$ cat src/rtl/sacc_pkg.sv
`timescale 1ns/1ps
// Package: shared mode encoding for the sample accumulator.
// Assumes a 2-bit mode field whose values the register bus passes unchanged.
package sacc_pkg;
    typedef enum logic [1:0] {
        ACC_OFF     = 2'b00,
        ACC_FLOOR   = 2'b01,
        ACC_SIGNED  = 2'b10,
        ACC_SIG_CMP = 2'b11
    } acc_mode_e;
endpackage

$ cat src/rtl/sacc_next.sv
`timescale 1ns/1ps
// Module: sacc_next
// Works out the next value of the running total from the current total,
// the mode and the strobed sample. Purely combinational.
// Assumes SAMPLE_W < ACC_W, so the magnitude of the most negative sample fits.
module sacc_next
    import sacc_pkg::*;
#(
    parameter int SAMPLE_W = 16,
    parameter int ACC_W    = 32
) (
    input  logic [1:0]          mode,
    input  logic                valid,
    input  logic [SAMPLE_W-1:0] sample,
    input  logic [ACC_W-1:0]    total,
    output logic [ACC_W-1:0]    total_nxt
);
    localparam int EXT_W = ACC_W - SAMPLE_W;

    logic [ACC_W-1:0] sample_ext;
    logic [ACC_W-1:0] sample_mag;
    logic             sample_neg;
    logic             floor_hit;

    // Sign-extend the sample and form its magnitude.
    always_comb begin
        sample_neg = sample[SAMPLE_W-1];
        sample_ext = {{EXT_W{sample_neg}}, sample};
        sample_mag = sample_neg ? (~sample_ext + 1'b1) : sample_ext;
        floor_hit  = sample_neg && (total < sample_mag);
    end

    // Select the update rule that the mode asks for.
    always_comb begin
        total_nxt = total;
        unique case (acc_mode_e'(mode))
            ACC_OFF: total_nxt = '0;
            ACC_FLOOR: begin
                if (valid) begin
                    if (!sample_neg)    total_nxt = total + sample_ext;
                    else if (floor_hit) total_nxt = '0;
                    else                total_nxt = total - sample_mag;
                end
            end
            ACC_SIGNED, ACC_SIG_CMP: begin
                if (valid) total_nxt = total + sample_ext;
            end
            default: total_nxt = total;
        endcase
    end
endmodule

$ cat src/rtl/sacc_cmp.sv
`timescale 1ns/1ps
// Module: sacc_cmp
// Signed threshold comparator with an arm flag. It gives one registered pulse
// when the total first meets the threshold, and it re-arms once the total falls
// below the threshold or the comparator is disabled.
// Assumes total and threshold are two's-complement values of the same width.
module sacc_cmp #(
    parameter int ACC_W = 32
) (
    input  logic             clk,
    input  logic             rst_n,
    input  logic             enable,
    input  logic [ACC_W-1:0] total,
    input  logic [ACC_W-1:0] threshold,
    output logic             irq
);
    logic above;
    logic armed;

    // Signed compare of the registered total against the threshold.
    always_comb begin
        above = $signed(total) >= $signed(threshold);
    end

    // Arm-flag and pulse register.
    always_ff @(posedge clk) begin
        if (!rst_n) begin
            armed <= 1'b1;
            irq   <= 1'b0;
        end else if (!enable) begin
            armed <= 1'b1;
            irq   <= 1'b0;
        end else begin
            irq <= armed && above;
            if (!above)          armed <= 1'b1;
            else if (armed)      armed <= 1'b0;
        end
    end

    // a pulse is never two cycles long
    a_r6_single_pulse: assert property (@(posedge clk) disable iff (!rst_n)
        irq |=> !irq);
    // a pulse follows an edge at which the comparator was enabled and the total met the threshold
    a_r6_cause: assert property (@(posedge clk) disable iff (!rst_n)
        (enable && above && armed) |=> irq);
    // no pulse while disarmed
    a_r7_disarmed: assert property (@(posedge clk) disable iff (!rst_n)
        (!armed) |=> !irq);
endmodule

$ cat src/rtl/sample_accum.sv
`timescale 1ns/1ps
// Module: sample_accum (top)
// Running total of signed conversion samples with four modes, plus a signed
// threshold comparator that is active in the last mode.
// Assumes smp_valid is a one-cycle strobe that is synchronous to clk.
module sample_accum
    import sacc_pkg::*;
#(
    parameter int SAMPLE_W = 16,
    parameter int ACC_W    = 32
) (
    input  logic                clk,
    input  logic                rst_n,
    input  logic                smp_valid,
    input  logic [SAMPLE_W-1:0] smp_data,
    input  logic [1:0]          mode,
    input  logic [ACC_W-1:0]    threshold,
    output logic [ACC_W-1:0]    acc_total,
    output logic                cmp_irq
);
    logic [ACC_W-1:0] total_q;
    logic [ACC_W-1:0] total_d;
    logic             cmp_en;

    sacc_next #(.SAMPLE_W(SAMPLE_W), .ACC_W(ACC_W)) u_next (
        .mode      (mode),
        .valid     (smp_valid),
        .sample    (smp_data),
        .total     (total_q),
        .total_nxt (total_d)
    );

    // Comparator is enabled only in the comparator mode.
    always_comb begin
        cmp_en = (acc_mode_e'(mode) == ACC_SIG_CMP);
    end

    sacc_cmp #(.ACC_W(ACC_W)) u_cmp (
        .clk       (clk),
        .rst_n     (rst_n),
        .enable    (cmp_en),
        .total     (total_q),
        .threshold (threshold),
        .irq       (cmp_irq)
    );

    // Total register.
    always_ff @(posedge clk) begin
        if (!rst_n) total_q <= '0;
        else        total_q <= total_d;
    end

    assign acc_total = total_q;

    // off mode leaves zero after the edge
    a_r2_off_zero: assert property (@(posedge clk) disable iff (!rst_n)
        (mode == 2'b00) |=> (acc_total == '0));
    // no interrupt after an edge in off mode
    a_r2_off_quiet: assert property (@(posedge clk) disable iff (!rst_n)
        (mode == 2'b00) |=> !cmp_irq);
    // no strobe, no change
    a_r8_hold: assert property (@(posedge clk) disable iff (!rst_n)
        (!smp_valid && mode != 2'b00) |=> $stable(acc_total));
    // a negative sample in floor mode never raises the total
    a_r3_floor_down: assert property (@(posedge clk) disable iff (!rst_n)
        (mode == 2'b01 && smp_valid && smp_data[SAMPLE_W-1])
        |=> (acc_total <= $past(acc_total)));
    // pulses only after an edge in comparator mode
    a_r6_mode_only: assert property (@(posedge clk) disable iff (!rst_n)
        cmp_irq |-> ($past(mode) == 2'b11));
endmodule

$ cat config.mk
export PLATFORM = sky130hd
export DESIGN_NAME = sample_accum
export DESIGN_NICKNAME = d
export VERILOG_FILES = /design/src/rtl/sacc_pkg.sv /design/src/rtl/sacc_next.sv /design/src/rtl/sacc_cmp.sv /design/src/rtl/sample_accum.sv
export SDC_FILE = /design/constraint.sdc
export NUM_CORES = 1
export LEC_CHECK = 0
export BUFFER_PORTS_ARGS = -buffer_cell sky130_fd_sc_hd__buf_2
export CORE_MARGIN = 8
export CORE_UTILIZATION = 53
export CTS_CLUSTER_SIZE = 14
export DETAILED_ROUTE_END_ITERATION = 8
export HOLD_SLACK_MARGIN = 0.02
export PLACE_DENSITY = 0.81
export SLEW_MARGIN = 20
export SYNTH_ARGS = -nofsm -noshare
export SYNTH_HDL_FRONTEND = slang
export SYNTH_SLANG_ARGS = --single-unit
export TNS_END_PERCENT = 20
$ cat constraint.sdc
create_clock -name clk -period 8.2 [get_ports clk]
set_input_delay 0.82 -clock clk [delete_from_list [all_inputs] [get_ports clk]]
set_output_delay 0.82 -clock clk [all_outputs]
set_load 0.005 [all_outputs]
Yosys cells after proc, flatten, opt, wreduce, memory -nomap -nowiden:

Index checks and enable logic that the tools add are counted.

* bits of input ports: 53
* word-level logic and storage cells: 27
* bits in registers: 34
* output and inout port bits: 33

* reduce and logical (&&, ||, !) cells: 6
* muxes and demuxes: 7
* add/subtract/negate cells: 3
* bitwise operators: 1
* equal/unequal tests: 5
* $lt $le $gt $ge: 2

Operator list (count)
* 2-to-1 mux 32 bit: 5
* case mux 32 bit (3 select lines): 1
* adder 32 x 1 -> 32 bit, second input constant: 1
* adder 32 bit: 1
* >= comparator 32 bit: 1
* less-than comparator 32 bit: 1
* NOT 32 bit: 1
* subtractor 32 bit: 1
* equality test 2 bit, second input constant: 2
* != test 2 bit, second input constant: 2
* AND reduction 2 bit: 2
* equality test 2 x 1 -> 1 bit, second input constant: 1
* logical AND 1 bit: 2
* zero test 2 bit: 1
* OR reduction 2 bit: 1
* 2-to-1 mux 1 bit: 1

Depth between registers and ports, before layout:

Gate-level depths: netlist of the first run.

* depth in word-level cells: 9
* mapped depth: 17
* gate-level depth less buffers: 16

Hierarchy:

A second synthesis of the first run with hierarchy kept.

* cell total of the unflattened synthesis: 847
* area, all modules: 6216.0 µm²

Modules (own cells, without submodules)
* sacc_next: cells each 663, area each 4415.5 µm², seq. area each 0.0 µm², times used 1
* sample_accum: cells each 68, area each 902.1 µm², seq. area each 640.6 µm², times used 1
* sacc_cmp: cells each 116, area each 898.4 µm², seq. area each 40.0 µm², times used 1

Worst setup path before layout of the first run:

No wires, ideal clock.

* kind: input to register
* from: in smp_data[8]
* to: reg total_q[31], in the netlist acc_total[31]
* data arrival time: 4.571 ns
* stages: 14
* slack: 3.510 ns
* setup time: 0.119 ns
* buffers on the path: 1
* data required time: 8.081 ns
* path through: or4_1 nor4_1 nand2b_1 or4b_2 ha_1 clkbuf_1 nand2_1 nor3_2 o211a_1 a2111oi_2 o31ai_1 a221oi_1 mux2_2 o221a_1

* longest elaborated chain between the ends: 9
* elaborated cells on any way between the ends: 12
* those cells by class: add/sub: 3; order compare: 1; mux: 6; bitwise: 1; reduce/logical: 1

RTL lines
* from (decl): line sample_accum.sv:15 `input logic [SAMPLE_W-1:0] smp_data,`
* NOT 32 bit: line sacc_next.sv:29 `sample_mag = sample_neg ? (~sample_ext + 1'b1) : sample_ext;`
* adder 32 x 1 -> 32 bit: line sacc_next.sv:29
* 2-to-1 mux 32 bit: line sacc_next.sv:29
* less-than comparator 32 bit: line sacc_next.sv:30 `floor_hit = sample_neg && (total < sample_mag);`
* logical AND 1 bit: line sacc_next.sv:30
* 2-to-1 mux 32 bit: line sacc_next.sv:41 `else if (floor_hit) total_nxt = '0;`
* 2-to-1 mux 32 bit: line sacc_next.sv:40 `if (!sample_neg) total_nxt = total + sample_ext;`
* 2-to-1 mux 32 bit: line sacc_next.sv:39 `if (valid) begin`
* case mux 32 bit (3 select lines) (*): line sacc_next.sv:36 `unique case (acc_mode_e'(mode))`
* to (signal assigned): line sample_accum.sv:50 `else total_q <= total_d;`
* to (decl): line sample_accum.sv:21 `logic [ACC_W-1:0] total_q;`

Mark *: on every way between the ends. The rest lies on a longest branch, timed or not. The select of a mux whose other input is x is not followed.
A chain may end at the register's enable or synchronous reset.

Final worst setup path of the first run:

Same ends and word-level chain as after synthesis.

==> flow_metrics.env, run 1 <==
export IMPL_critPathLaunchType="input pin"
export IMPL_ys_top_cells_by_area="ha_1, dfxtp_1, a21oi_1"
export IMPL_worstPathArrival_ns=5.27
export IMPL_clkSlewWorstSetupHoldPaths_ns=0.06
export IMPL_endpoint_kind="flip-flop"
export IMPL_yosysTopAreaCell="ha_1"
export IMPL_p_switching_w=0.000504
export IMPL_power_density_nw_per_um2=169
export IMPL_fin_setup_tns_ns=0
export IMPL_rrSetupSlack_ns=4.62
export IMPL_power_frac_clock_pct=22.5
export IMPL_wl_per_cell_um=17.9
export IMPL_post_cts_buffers=0
export IMPL_worst_clock_skew_ns=0.00539
export IMPL_reg2reg_to="acc_total[30]$_SDFFE_PN0P_"
export IMPL_post_route_period_util_pct=62.1
export IMPL_post_dp_cell_area_sq_um=6610
export IMPL_synth_main_ff_cell="dfxtp_1"
export IMPL_grt_overflow=0
export IMPL_n_antenna_cell=0
export IMPL_crit_required_ns=8.38
export IMPL_finalCriticalPeriod_ns=5.10
export IMPL_syn_area_sq_um=6060
export IMPL_vias_per_cell=6.32
export IMPL_fp_row_count=39
export IMPL_fp_dieW_um=123
export IMPL_power_internal_w=0.000646
export IMPL_vias=6486
export IMPL_setup_viol=0
export IMPL_finalMaxSlewViolations=0
export IMPL_core_area_sq_um=11300
export IMPL_path_max_fanout=13
export IMPL_drive_gt1_share_pct=13.6
export IMPL_cts_buffer_depth=2
export IMPL_design_area_sq_um=6800
export IMPL_avgSynthCellArea_sq_um=7.52
export IMPL_worstHoldStart="u_cmp.armed$_SDFF_PN1_"
export IMPL_worst_pin_slew_ns=1.01
export IMPL_nets=1034
export IMPL_cts_htree_levels=2
export IMPL_cts_tree="built"
export IMPL_slew_headroom_pct=32.4
export IMPL_numClockSinks=34
export IMPL_holdBufCountCts=0
export IMPL_reg2reg_from="acc_total[0]$_SDFFE_PN0P_"
export IMPL_p_leak_nw=3.49
export IMPL_insertion_delay_ns=0.29
export IMPL_track_usage_pct=23.8
export IMPL_syn2layout_area_growth_pct=12.2
export IMPL_die_y_um=123
export IMPL_min_to="u_cmp.irq$_SDFF_PN0_"
export IMPL_crit_buf_inv=1
export IMPL_synth_cells=806
export IMPL_path_delay_family="compound AO/OA/AOI/OAI gates"
export IMPL_switching_share_pct=43.9
export IMPL_critPathMaxStageDelay_ns=0.64
export IMPL_grt_setup_unrepaired="false"
export IMPL_drt_pass1_iterations=5
export IMPL_synth_edf_count=0
export IMPL_drc_errors=0
export IMPL_dr_first_iter_drc_count=451
export IMPL_first_global_vias=6049
export IMPL_criticalPathCategory="input pin to flip-flop"
export IMPL_drtAntennaViolNets=0
export IMPL_antenna_found_initial=0
export IMPL_ir_worst_vdd_mv=0.0981
export IMPL_start_util_pct=53.8
export IMPL_reg2reg_depth=11
export IMPL_num_io_pins=86
export IMPL_hp_class="flip-flop to flip-flop"
export IMPL_ys_async_sr_fraction_pct=0
export IMPL_root_buffer="clkbuf_16"
export IMPL_hold_violations=0
export IMPL_cts_buffers=5
export IMPL_cts_resized=0
export IMPL_p_seq_share_pct=19.3
export IMPL_yosys_register_bits=34
export IMPL_drv_cap=0
export IMPL_fmax_ghz=0.196
export IMPL_routed_wl_mm=18.4
export IMPL_crit_chain="buf_2 -> or4_1 -> nor4_1 -> nand2b_1 -> o31ai_1 -> xor2_1 -> ha_1 -> a21o_1 -> a21o_1 -> a21oi_1 -> nor3b_1 -> a2111oi_4 -> a31oi_2 -> nor3b_1 -> mux2_2 -> o221a_1"
export IMPL_synth_top_area_share_pct=19.8
export IMPL_dieArea_sq_um=15100
export IMPL_min_delay_path_depth=2
export IMPL_status="complete, no violations"
export IMPL_synth_distinct_cells=77
export IMPL_share_comb_of_total_power_pct=58.2
export IMPL_ys_seq_area_share_pct=11.2
export IMPL_port_buffers=85
export IMPL_grt_pass1_wl_mm=29.3
export IMPL_yosysWarnings=0
export IMPL_slowest_stage="a31oi_2"
export IMPL_gp_congestion=0.958
export IMPL_hpwl_mm=14.1
export IMPL_grt_max_degree=36
## tightest hold or removal path: stages, from the launching register on
cell     delay, ns
dfxtp_1       0.30
inv_1         0.04
nor2_1        0.05
## final cells by class
| cell class | instances | area [sq um] |
|---|---|---|
| Inverter | 48 | 180 |
| Fill cell | 1001 | 4470 |
| Multi-Input combinational cell | 707 | 5130 |
| Clock inverter | 3 | 68.8 |
| Timing Repair Buffer | 87 | 440 |
| Tap cell | 143 | 179 |
| Sequential cell | 34 | 681 |
| Clock buffer | 5 | 125 |
## power groups by stage
stage	clock network, W	logic (W)	registers (W)
detailed placement	0	0.000649	0.000224
CTS	0.000260	0.000655	0.000221
finish	0.000259	0.000670	0.000222
floorplan	0	0.000496	0.000214
global route	0.000266	0.000737	0.000225
global placement	0	0.000644	0.000224
## cells by family after synthesis
group | after synthesis | synth area share, %
AOI/OAI and AO/OA | 308 | 34.7
and+or+nand+nor | 215 | 18.3
adders and majority gates | 98 | 20.5
buffers and inverters | 80 | 5.14
xor gates and xnor gates | 68 | 9.82
DFF | 34 | 11.2
muxes | 2 | 0.351
other | 1 | 0.0619
## cell usage after synthesis (6+ instances only)
| cell | instances |
|---|---|
| a21o_1 | 43 |
| a21oi_1 | 87 |
| a221oi_1 | 14 |
| and3_1 | 7 |
| buf_2 | 6 |
| clkbuf_1 | 25 |
| dfxtp_1 | 34 |
| ha_1 | 96 |
| inv_1 | 48 |
| nand2_1 | 49 |
| nand2b_1 | 13 |
| nand3_1 | 15 |
| nand4_1 | 18 |
| nor2_1 | 50 |
| nor2b_1 | 12 |
| nor3_1 | 13 |
| nor3b_1 | 7 |
| o211a_1 | 9 |
| o211ai_1 | 11 |
| o21a_1 | 6 |
| o21ai_0 | 57 |
| o21bai_1 | 7 |
| o221ai_1 | 6 |
| o31ai_1 | 10 |
| or2_2 | 6 |
| xnor2_1 | 34 |
| xor2_1 | 34 |
## metal layers
metal	part of all wire (%)	global-route usage [%]	wire length, um	vias up
li1	-	-	-	3185
met4	3.7	8.99	680	0
met3	8.4	4.43	1550	55
met2	44	38.4	8080	292
met1	44	31.0	8110	2954
met5	0	0	0	-
## how the worst max path moves through the flow
stage / start / end / cells after the start
2_1_floorplan: smp_data[8] / acc_total[31]$_SDFFE_PN0P_ / 14
6_report: smp_data[8] / acc_total[31]$_SDFFE_PN0P_ / 16
3_5_place_dp: smp_data[8] / acc_total[31]$_SDFFE_PN0P_ / 16
4_1_cts: smp_data[8] / acc_total[31]$_SDFFE_PN0P_ / 16
3_3_place_gp: smp_data[8] / acc_total[31]$_SDFFE_PN0P_ / 16
5_1_grt: smp_data[8] / acc_total[31]$_SDFFE_PN0P_ / 16
## registers in the layout, summed over array words and instances, names as in the netlist
signal,cells
acc_total,32
u_cmp.armed,1
u_cmp.irq,1
## cell usage in the layout, fill, tap and decap left out, types with 12 or more instances in the layout
cell type / Yosys / layout
ha_1: 96 / 96
a21oi_1: 87 / 87
buf_2: 6 / 85
o21ai_0: 57 / 57
nor2_1: 50 / 50
nand2_1: 49 / 49
inv_1: 48 / 48
a21o_1: 43 / 43
xnor2_1: 34 / 34
xor2_1: 34 / 34
dfxtp_1: 34 / 34
nand4_1: 18 / 18
conb_1: 1 / 16
nand3_1: 15 / 15
a221oi_1: 14 / 14
nand2b_1: 13 / 13
nor3_1: 13 / 13
nor2b_1: 12 / 12
## per-stage QoR
stage	util, %	total power (W)	instances	hold slack [ns]	worst slack [ns]
2_1_floorplan	-	0.000711	821	0.394	3.51
3_3_place_gp	58.6	0.000868	1019	0.420	2.99
3_5_place_dp	58.6	0.000873	1019	0.421	2.92
4_1_cts	60.4	0.00114	1027	0.430	3.20
5_1_grt	60.4	0.00123	1027	0.472	2.78
6_report	60.4	0.00115	1027	0.432	3.10
Power figures use the tool's default switching activity.
==> run 2, diff against run 1 <==
==> constraint.sdc (replaced) <==
create_clock -name clk -period 5.1 [get_ports clk]
set_input_delay 0.51 -clock clk [delete_from_list [all_inputs] [get_ports clk]]
set_output_delay 0.51 -clock clk [all_outputs]
set_load 0.005 [all_outputs]
==> flow_metrics.env, run 2 (same netlist as run 1, synthesis figures left out) <==
export IMPL_routed_wl_mm=17.9
export IMPL_endpoint="acc_total[31]$_SDFFE_PN0P_"
export IMPL_vias_per_cell=6.26
export IMPL_status="complete, no violations"
export IMPL_slew_headroom_pct=26.6
export IMPL_num_io_pins=86
export IMPL_grt_pass1_wl_mm=29.0
export IMPL_hp_class="flip-flop to flip-flop"
export IMPL_fmax_ghz=0.219
export IMPL_fin_setup_tns_ns=0
export IMPL_slowest_stage="or4b_2"
export IMPL_cts_htree_levels=2
export IMPL_numClockSinks=34
export IMPL_mostFrequentLayoutCell="ha_1"
export IMPL_endpoint_kind="flip-flop"
export IMPL_hold_violations=0
export IMPL_cts_buffer_depth=2
export IMPL_reg2reg_to="acc_total[10]$_SDFFE_PN0P_"
export IMPL_rrSetupSlack_ns=1.42
export IMPL_top_regs="acc_total: 32 flops, u_cmp.armed: 1 flops, u_cmp.irq: 1 flops"
export IMPL_fp_row_count=39
export IMPL_die_y_um=123
export IMPL_p_leak_nw=3.47
export IMPL_drtAntennaViolNets=0
export IMPL_post_route_period_util_pct=89.6
export IMPL_reg2reg_from="acc_total[0]$_SDFFE_PN0P_"
export IMPL_final_cell_mix="ha_1, a21oi_1, buf_2, o21ai_0, nor2_1"
export IMPL_wl_per_cell_um=17.4
export IMPL_largest_register="acc_total"
export IMPL_drv_cap=0
export IMPL_finalMaxSlewViolations=0
export IMPL_path_delay_family="simple AND/OR/NAND/NOR gates"
export IMPL_gp_congestion=0.945
export IMPL_grt_setup_unrepaired="false"
export IMPL_post_cts_buffers=0
export IMPL_reg2reg_depth=12
export IMPL_finalCriticalPeriod_ns=4.57
export IMPL_critPathMaxStageDelay_ns=0.63
export IMPL_cp_num_cells=16
export IMPL_cts_resized=0
export IMPL_grt_max_degree=36
export IMPL_grt_overflow=0
export IMPL_path_max_fanout=4
export IMPL_design_area_sq_um=6770
export IMPL_setup_viol=0
export IMPL_cts_buffers=5
export IMPL_syn2layout_area_growth_pct=11.6
export IMPL_drt_pass1_iterations=5
export IMPL_fp_dieW_um=123
export IMPL_root_buffer="clkbuf_16"
export IMPL_criticalPathCategory="input pin to flip-flop"
export IMPL_start_util_pct=53.8
export IMPL_vias=6444
export IMPL_n_antenna_cell=0
export IMPL_worstPathArrival_ns=4.75
export IMPL_crit_required_ns=5.28
export IMPL_setup_ws_ns=0.529
export IMPL_dr_first_iter_drc_count=468
export IMPL_holdBufCountCts=0
export IMPL_drive_gt1_share_pct=13.5
export IMPL_drc_errors=0
export IMPL_first_global_vias=6002
export IMPL_ir_worst_vdd_mv=0.138
export IMPL_core_area_sq_um=11300
export IMPL_timing_critical_path_from="smp_data[8]"
export IMPL_crit_chain="buf_2 -> or4_1 -> nor4_1 -> buf_4 -> nand2b_1 -> or4b_2 -> ha_1 -> a21oi_1 -> o21ai_0 -> nor3_1 -> nand3_1 -> a2111oi_2 -> o31ai_1 -> a221oi_1 -> mux2_2 -> o221a_1"
export IMPL_antenna_found_initial=0
export IMPL_insertion_delay_ns=0.29
export IMPL_track_usage_pct=23.5
export IMPL_worst_clock_skew_ns=0.00815
export IMPL_place_ws_ns=0.292
export IMPL_critPathLaunchType="input pin"
export IMPL_post_dp_cell_area_sq_um=6630
export IMPL_cts_tree="built"
export IMPL_nets=1037
export IMPL_hpwl_mm=14.0
export IMPL_port_buffers=85
export IMPL_worst_pin_slew_ns=1.10
export IMPL_clkSlewWorstSetupHoldPaths_ns=0.06
export IMPL_crit_buf_inv=2
export IMPL_power_density_nw_per_um2=255
export IMPL_largest_reg_flops=32
export IMPL_dieArea_sq_um=15100
## run 2: cell count changes in the layout (fill, tap and decap cells not counted)
| cell | change |
|---|---|
| clkinv_4 | -1 |
| buf_4 | +3 |
| clkbuf_1 | +2 |
| bufinv_16 | -2 |
## run 2: worst min-delay path by stage
stage / slack (ns) / endpoint / start / cells past startpoint
finish: 0.44 / u_cmp.irq$_SDFF_PN0_ / u_cmp.armed$_SDFF_PN1_ / 2
floorplan: 0.39 / u_cmp.irq$_SDFF_PN0_ / u_cmp.armed$_SDFF_PN1_ / 2
CTS: 0.43 / u_cmp.irq$_SDFF_PN0_ / u_cmp.armed$_SDFF_PN1_ / 2
detailed placement: 0.42 / u_cmp.irq$_SDFF_PN0_ / u_cmp.armed$_SDFF_PN1_ / 2
global route: 0.48 / u_cmp.irq$_SDFF_PN0_ / u_cmp.armed$_SDFF_PN1_ / 2
global placement: 0.42 / u_cmp.irq$_SDFF_PN0_ / u_cmp.armed$_SDFF_PN1_ / 2
## run 2: cell type report
class	count	area [sq um]
multi-input cells	707	5130
fillers	1067	4510
flip-flops and latches	34	681
repair buffers	90	463
inverters	48	180
well taps	143	179
clock buffers	7	133
## run 2: layer usage
metal | wire length [um] | part of all wire [%] | track usage, %
met5 | 0 | 0 | 0
met4 | 531 | 3.0 | 8.00
met3 | 1180 | 6.6 | 3.47
met2 | 8070 | 45 | 37.9
met1 | 8170 | 46 | 31.4
## run 2: where the power goes
part / switching, W / internal (W)
combinational: 0.000608 / 0.000459
clock: 0.000123 / 0.000179
sequential: 0.0000584 / 0.000299
total: 0.000789 / 0.000937
## run 2: per-stage QoR
stage / total power [W] / std cells / util (%) / hold WS (ns)
floorplan: 0.00114 / 821 / - / 0.394
global placement: 0.00139 / 1022 / 58.8 / 0.415
detailed placement: 0.00140 / 1022 / 58.8 / 0.420
CTS: 0.00171 / 1029 / 60.0 / 0.432
global route: 0.00186 / 1029 / 60.0 / 0.481
finish: 0.00173 / 1029 / 60.0 / 0.436
## run 2: worst min-delay path: stages (launching register included)
cell     delay (ns)
dfxtp_1        0.30
inv_1          0.04
nor2_1         0.05
